==> src/rtl/dual_arm_iad.sv <==
module dual_arm_iad #(
  parameter int SW         = 3,
  parameter int AW         = 16,
  parameter int MAX_PERIOD = 10922
) (
  input  logic          clk,
  input  logic          rst_n,
  input  logic          dump,
  input  logic          qp_read,
  input  logic [SW-1:0] p_i,
  input  logic [SW-1:0] p_q,
  input  logic [SW-1:0] t_i,
  input  logic [SW-1:0] t_q,
  output logic [AW-1:0] res_ti,
  output logic [AW-1:0] res_tq,
  output logic [AW-1:0] res_pi,
  output logic [AW-1:0] res_pq,
  output logic          new_data,
  output logic          accum_irq
);
  localparam int NSUM = 4;
  localparam int EXT  = AW - SW;

  logic [SW-1:0] smp [NSUM];
  logic [AW-1:0] acc [NSUM];
  logic [AW-1:0] res [NSUM];

  assign smp[0] = t_i;
  assign smp[1] = t_q;
  assign smp[2] = p_i;
  assign smp[3] = p_q;

  for (genvar k = 0; k < NSUM; k++) begin : g_sum
    logic [AW-1:0] wide;
    assign wide = {{EXT{smp[k][SW-1]}}, smp[k]};
    always_ff @(posedge clk) begin
      if (!rst_n) begin
        acc[k] <= '0;
        res[k] <= '0;
      end else if (dump) begin
        acc[k] <= wide;
        res[k] <= acc[k];
      end else begin
        acc[k] <= acc[k] + wide;
      end
    end
  end

  assign res_ti = res[0];
  assign res_tq = res[1];
  assign res_pi = res[2];
  assign res_pq = res[3];

  always_ff @(posedge clk) begin
    if (!rst_n) begin
      new_data  <= 1'b0;
      accum_irq <= 1'b0;
    end else begin
      accum_irq <= dump;
      if (dump)         new_data <= 1'b1;
      else if (qp_read) new_data <= 1'b0;
    end
  end
endmodule

==> config.mk <==
export PLATFORM = sky130hd
export DESIGN_NAME = dual_arm_iad
export DESIGN_NICKNAME = d
export VERILOG_FILES = /design/src/rtl/dual_arm_iad.sv
export SDC_FILE = /design/constraint.sdc
export NUM_CORES = 1
export LEC_CHECK = 0
export ABC_AREA = 1
export BUFFER_PORTS_ARGS = -buffer_cell sky130_fd_sc_hd__buf_4
export CAP_MARGIN = 20
export CORE_UTILIZATION = 40
export CTS_CLUSTER_SIZE = 8
export DETAILED_ROUTE_END_ITERATION = 6
export SETUP_SLACK_MARGIN = 0.2
export SLEW_MARGIN = 25
export SYNTH_ARGS = -nofsm -noshare
export SYNTH_HDL_FRONTEND = slang
export SYNTH_SLANG_ARGS = --single-unit
==> constraint.sdc <==
create_clock -name clk -period 1.8 [get_ports clk]
set_clock_uncertainty 0.15 [all_clocks]
set_input_delay 0 -clock clk [delete_from_list [all_inputs] [get_ports clk]]
set_output_delay 0 -clock clk [all_outputs]
set_load 0.005 [all_outputs]
==> out/metrics.csv, run 1 <==
stage,metric,value,unit
sta,final setup margin,-199,ps
power,Worst VDD drop,0.687,mV
status,status,"complete, but fails checks",
worst_setup_path,"Data required, critical path",1830,ps
placement,RD Place Congestion,0.879,
cells_and_area,register area,3880,um2
synthesis,Yosys warning total,0,
cells_and_area,P&R area growth vs syn,46.8,%
cells_and_area,"Net count, final",1442,
power,Total Power,10.1,mW
status,violated checks,"hold timing, setup timing",
floorplanning,die area,21900,um2
clock_network,"Hold-fix buffers, CTS",10,
worst_hold_path,HP Class,in -> reg,
synthesis,Synth Register Bits,130,
floorplanning,Core Region,21000,um2
routing,Detailed Routing Iterations Pass 1,5,
cells_and_area,final core occ,0.596,
worst_setup_path,"delay-heaviest family, CP",simple AND/OR/NAND/NOR gates,
synthesis,most frequent cell after synthesis,nand2_1,
cells_and_area,share of layout cells above drive strength 1,0.334,
clock_network,clk sinks,130,
synthesis,synth unique cells,35,
grt,gr usage total,0.198,
floorplanning,top-level port count,82,
clock_network,total CTS buffers,17,
clock_network,Skew-Pair Late Insertion Delay,430,ps
worst_setup_path,slowest CP cell,edfxtp_1,
synthesis,Post-synth ARST share,0,
power,P_leak,6.23,nW
synthesis,post-synth top area share,0.451,
sta,Final period util,1.11,
cells_and_area,ANT cells,0,
sta,Final min period,2000,ps
synthesis,Area contributors post-synth,"edfxtp_1 45%, nand2_1 16%, inv_1 9.0%",
synthesis,post-synthesis instance area,8510,um2
synthesis,largest area contributor in the synthesized netlist,edfxtp_1,
sta,Final Hold Vio Count,1,
floorplanning,initial core utilization,0.406,
placement,input/output buffers,81,
routing,initial DRC count,359,
clock_network,Max clock buf depth,2,
worst_setup_path,CP arrival,2030,ps
routing,Vias,7606,
worst_setup_path,crit path launch type,flip-flop,
worst_setup_path,CP Buf/Inv Count,0,
clock_network,clk slew on worst S/H paths,60,ps
cells_and_area,area of the multi-input gates,5260,um2
synthesis,Post-synth top flop,edfxtp_1,
sta,"Setup violations, final",41,
placement,placed cell areas,10800,um2
worst_setup_path,Most common cell on crit path,nand2_2,
grt,vias in the first global route,7354,
floorplanning,FP Rows,53,
routing,DR DRC count,0,
routing,DRT Wirelength,21000,um
synthesis,syn_area_per_cell,7.82,um2
routing,DRT antenna net count,0,
sta,Slew Limit Fails,0,
cells_and_area,Fill cells,1911,
grt,grt ovf,0,
floorplanning,chip height,148,um
placement,HPWL after detailed placement,14100,um
clock_network,CTS tree,built,
cells_and_area,"Design Area, Final",12500,um2
sta,normalized max-slew margin,0.635,
synthesis,number of flops mapped to enable cells by yosys,128,
flow_run,max-cap check violation count,0,
worst_setup_path,"Cell Chain, Critical Path","ha_2, fa_2, nand2_2, nand2_2, nand3b_1, nand2_2, nand2_1, nand3b_1, nand3_1, nand2_1",
grt,initial antenna violation count,0,
sta,worst hold slack,-255,ps
sta,Final TNS setup,-3660,ps
synthesis,part of the Yosys area used for sequential elements,0.456,
sta,worst slew pin tran,547,ps
power,P per Cell Area,805,nW/um2
synthesis,most frequent cells after synthesis,"359 x nand2_1, 204 x inv_1, 128 x edfxtp_1",
floorplanning,chip width,148,um
worst_setup_path,max incr delay on CP,390,ps
sta,RSZ-0062 raised after global routing,yes,
clock_network,CTS HTree Levels,4,
routing,vias per cell,4.61,
sta,highest clock rate,0.500,GHz
worst_setup_path,Worst Path Max Fanout,4,
synthesis,post-synthesis cell count,1089,
worst_setup_path,CP endpoint kind,flip-flop,
routing,Avg WL per Cell,12.7,um
worst_setup_path,WS Path Type,reg -> reg,
grt,pin count of the biggest net entering global routing,66,
clock_network,root buffer cell,clkbuf_16,
grt,first-pass GRT wire length,34300,um
==> per-layer routing <==
metal | GRT usage | part of all wire | up-vias
met5 | 0 | 0 | -
met4 | 0.0742 | 0.018 | 0
met3 | 0.0336 | 0.033 | 30
met2 | 0.341 | 0.49 | 119
met1 | 0.249 | 0.46 | 3507
li1 | - | - | 3950
==> timing repair <==
item                                   in CTS  in global routing
setup buffers                              31                 21
pin swaps                                  66                 59
endpoints found under the hold margin      10                  1
resized for setup                          88                 73
setup endpoints to repair                  56                 60
==> layout by cell type, fill, tap and decap left out, types with 5 or more instances in the layout <==
cell type,n
o21ai_1,15
nor2_1,104
dlygate4sd3_1,10
nand2_2,74
nand2_4,18
a22o_1,8
nor3_2,5
a21oi_1,21
ha_1,8
clkbuf_16,17
ha_4,48
nand4_1,5
inv_1,192
buf_6,11
a21oi_2,18
o21ai_2,5
o21ai_0,5
inv_2,12
nor2_4,5
nand3_1,47
nand3b_1,12
edfxtp_1,128
nand3_2,20
buf_4,185
conb_1,64
nand2_1,271
==> flip-flops by register name, indices dropped and copies added (netlist names) <==
name / cells
acc: 64
res: 64
accum_irq: 1
new_data: 1
==> final timing paths <==
check | start | end | slack [ps] | cells after the start
setup / recovery | acc[3][0]$_DFFE_PP_ | acc[3][10]$_DFFE_PP_ | -200 | 10
hold / removal | t_q[0] | acc[1][0]$_DFFE_PP_ | -250 | 2
setup reg to reg | acc[3][0]$_DFFE_PP_ | acc[3][10]$_DFFE_PP_ | -200 | 10
hold reg to reg | acc[1][13]$_DFFE_PP_ | res[1][13]$_SDFFCE_PN0P_ | 440 | 2
==> metrics by stage <==
| stage | hold WS, ps | setup slack [ps] | std cells |
|---|---|---|---|
| floorplan | -39.0 | -70.3 | 1152 |
| global placement | 70.1 | -145 | 1556 |
| detailed placement | 73.7 | -179 | 1556 |
| CTS | -262 | -171 | 1629 |
| global route | -255 | -285 | 1650 |
| finish | -255 | -199 | 1650 |
==> worst reg2reg max path, delay by kind of cell (launching register included) <==
kind,cells,cell delay (ps)
adder cells (fa/ha/maj),2,550
AND/OR/NAND/NOR,8,660
flip-flops,1,390
==> cells by family after synthesis <==
logic type,count (synthesis),synth area share
buf+inv,225,0.103
xor+xnor,8,0.00823
flops,130,0.456
fa+ha+maj,64,0.0976
compound gates,75,0.0479
other cells,1,0.000440
simple gates,586,0.286
==> area by class of cell <==
| type | count | share of cell area |
|---|---|---|
| clock buffer | 20 | 0.0349 |
| clock inverter | 12 | 0.00931 |
| inverter | 207 | 0.0627 |
| multi-input combinational | 797 | 0.421 |
| sequential | 130 | 0.311 |
| tap | 275 | 0.0275 |
| timing repair buffer | 209 | 0.134 |
==> report_power, final <==
group          internal [mW]  switching (mW)
combinational           1.39            1.55
clock                   2.01            1.32
sequential              3.62           0.155
Power figures use the tool's default switching activity.
==> inputs of run 2 (changes only) <==
Settings changed: REMOVE_ABC_BUFFERS set to 1.
==> run 2 against run 1 <==
- the run ends with setup timing left
- via count grew 2.8%
- fmax is 0.90% higher
- sequential cell count is the same
- power is 2.5% higher
- routed wire length increased by 5.0%
- final cell count rose by 2.1%
- global-route usage up 0.13 points
- combinational power up 6.8%
- non-clock buffer count up 35
- sequential power hardly changed
- critical path type unchanged
- largest cell class unchanged
==> out/metrics.csv, run 2 (synthesized netlist as in run 1, its figures left out) <==
stage,metric,value,unit,change
status,status,"complete, but fails checks",,
status,violated checks,setup timing,,
power,Worst VDD drop,0.609,mV,-11%
worst_hold_path,Hold Path End,res[1][4]$_SDFFCE_PN0P_,,
worst_setup_path,flop-to-flop setup slack,-180,ps,+20 ps
grt,first-pass GRT wire length,34700,um,+1.2%
worst_setup_path,"Data required, critical path",1810,ps,-20 ps
worst_setup_path,FF-to-FF Start,acc[0][0]$_DFFE_PP_,,
worst_setup_path,CP endpoint kind,flip-flop,,
clock_network,Skew-Pair Late Insertion Delay,420,ps,about the same
grt,gr usage total,0.200,,+0.00131
power,Clk network pwr share,0.330,,-0.002
cells_and_area,"Net count, final",1477,,+2.4%
floorplanning,top-level port count,82,,unchanged
worst_setup_path,Most common cell on crit path,nand2_2,,
worst_setup_path,FF-to-FF path depth,10,,unchanged
clock_network,total CTS buffers,17,,unchanged
flow_run,max-cap check violation count,0,,unchanged
cells_and_area,final core occ,0.613,,+0.0170
floorplanning,chip height,148,um,unchanged
routing,initial DRC count,420,,+17%
sta,Final min period,1980,ps,-17.8 ps
worst_hold_path,critical hold path startpoint,rst_n,,
sta,RSZ-0062 raised after global routing,yes,,
worst_setup_path,crit path launch type,flip-flop,,
grt,initial antenna violation count,0,,unchanged
sta,worst hold slack,23.6,ps,+278 ps
cells_and_area,P&R area growth vs syn,51.0,%,
clock_network,CTS HTree Levels,4,,unchanged
floorplanning,FP Rows,53,,unchanged
sta,Final Hold Vio Count,0,,-1
power,internal cell power,7.14,mW,+1.7%
routing,DRT antenna net count,0,,unchanged
clock_network,root buffer cell,clkbuf_16,,
power,combinational power share,0.304,,+0.011
placement,placed cell count,1582,,+1.7%
worst_setup_path,max incr delay on CP,390,ps,about the same
clock_network,CTS tree,built,,
placement,Place WS,-290,ps,-111 ps
sta,normalized max-slew margin,0.629,,-0.00640
cells_and_area,ANT cells,0,,unchanged
cells_and_area,non-filler instance count after layout,1685,,+2.1%
sta,Slew Limit Fails,0,,unchanged
power,sw frac,0.307,,+0.00564
worst_setup_path,Worst Path Max Fanout,4,,unchanged
routing,DRT Wirelength,22000,um,+5.0%
floorplanning,initial core utilization,0.406,,unchanged
placement,placed cell areas,10300,um2,-4.6%
clock_network,clk sinks,130,,unchanged
cells_and_area,register area,3880,um2,unchanged
routing,Detailed Routing Iterations Pass 1,5,,unchanged
routing,Vias,7820,,+2.8%
worst_setup_path,R2R Path End,acc[0][14]$_DFFE_PP_,,
worst_setup_path,"Cell Chain, Critical Path","ha_2, fa_2, nand2_2, nand2_2, nand3b_1, nand2_2, nand2_2, nand3_2, nand3_1, nand2_1",,
worst_hold_path,WHS Path Cells,4,,+2
worst_hold_path,HP Class,in -> reg,,
sta,"Setup violations, final",43,,+4.9%
cells_and_area,"commonest non-fill, non-tap cell in the layout",nand2_1,,
sta,Final period util,1.10,,-0.00987
worst_setup_path,slowest CP cell,edfxtp_1,,
cells_and_area,share of layout cells above drive strength 1,0.367,,+0.0328
worst_setup_path,WS Path Type,reg -> reg,,
power,P_leak,6.43,nW,+3.3%
cells_and_area,top flop regs,"acc: 64 flops, res: 64 flops",,
grt,grt ovf,0,,unchanged
power,P per Cell Area,802,nW/um2,-0.32%
worst_setup_path,CP arrival,1990,ps,-40 ps
cells_and_area,area of the multi-input gates,5360,um2,+1.9%
sta,worst slew pin tran,556,ps,+8.25 ps
placement,input/output buffers,81,,unchanged
routing,Avg WL per Cell,13.1,um,+2.8%
floorplanning,chip width,148,um,unchanged
grt,pin count of the biggest net entering global routing,51,,-23%
sta,final setup margin,-181,ps,+17.8 ps
placement,RD Place Congestion,0.860,,-2.2%
power,Switch Pwr,3.17,mW,+4.4%
routing,vias per cell,4.64,,+0.68%
routing,DR DRC count,0,,unchanged
placement,HPWL after detailed placement,13400,um,-4.9%
power,sequential share of power,0.366,,-0.009
clock_network,Max clock buf depth,2,,unchanged
cells_and_area,most frequent cells in the layout,"267 x nand2_1, 222 x buf_4, 192 x inv_1, 128 x edfxtp_1, 100 x nor2_1",,
cells_and_area,"Design Area, Final",12900,um2,+2.9%
floorplanning,die area,21900,um2,unchanged
floorplanning,Core Region,21000,um2,unchanged
sta,highest clock rate,0.505,GHz,+0.90%
cells_and_area,Fill cells,1810,,-5.3%
grt,vias in the first global route,7588,,+3.2%
clock_network,clk slew on worst S/H paths,60,ps,about the same
run 2: cell count changes in the layout (fill, tap and decap cells not counted), sizes merged:
cell         delta
clkinvlp        +1
dlygate4sd3     +1
inv             +2
buf            +34
clkbuf          -3
run 2: area by class of cell:
| type | count | share of cell area |
|---|---|---|
| Tap cell | 275 | 0.0268 |
| Inverter | 207 | 0.0608 |
| Clock buffer | 17 | 0.0331 |
| Clock inverter | 15 | 0.0110 |
| Timing Repair Buffer | 244 | 0.149 |
| Sequential cell | 130 | 0.302 |
| Multi-Input combinational cell | 797 | 0.417 |
run 2: per-stage QoR:
| stage | setup TNS, ps | total power, mW |
|---|---|---|
| global placement | -6150 | 5.96 |
| finish | -3940 | 10.3 |
| CTS | -3160 | 9.92 |
| detailed placement | -7720 | 6.00 |
| floorplan | -22640 | 5.12 |
| global route | -8750 | 10.9 |
run 2: timing repair:
action / in CTS / in global routing
pin swaps: 72 / 83
gates cloned: 0 / 0
buffers inserted: 27 / 33
setup endpoints to repair: 60 / 59
hold endpoints to repair: 10 / 0
resized for setup: 175 / 119
hold buffers: 11 / 0
run 2: worst max path at each step:
stage	startpoint	to	slack [ps]	depth (start not counted)
after floorplan	rst_n	acc[2][4]$_SDFFCE_PN0P_	-430	4
final	acc[0][0]$_DFFE_PP_	acc[0][14]$_DFFE_PP_	-180	10
after detailed placement	acc[0][0]$_DFFE_PP_	acc[0][14]$_DFFE_PP_	-290	10
after global placement	acc[0][0]$_DFFE_PP_	acc[0][14]$_DFFE_PP_	-250	10
after global routing	acc[1][0]$_DFFE_PP_	acc[1][10]$_DFFE_PP_	-300	10
after CTS	acc[0][0]$_DFFE_PP_	acc[0][14]$_DFFE_PP_	-170	10
run 2: power by group through the flow:
stage | combinational, mW | clock (mW) | sequential [mW]
after detailed placement | 2.20 | 0 | 3.80
after floorplan | 1.35 | 0 | 3.77
after CTS | 2.70 | 3.45 | 3.77
after global routing | 3.47 | 3.59 | 3.80
after global placement | 2.17 | 0 | 3.79
final | 3.14 | 3.40 | 3.77
run 2: worst max-delay path: cells and delay by family, from the launching register on:
family                     cells  cell delay [ps]
adders and majority gates      2              560
DFF                            1              390
and+or+nand+nor                8              630
run 2: layer usage:
metal / wire [um] / track usage
met1: 9860 / 0.245
met2: 11100 / 0.355
met3: 660 / 0.0281
met4: 408 / 0.0732
met5: 0 / 0
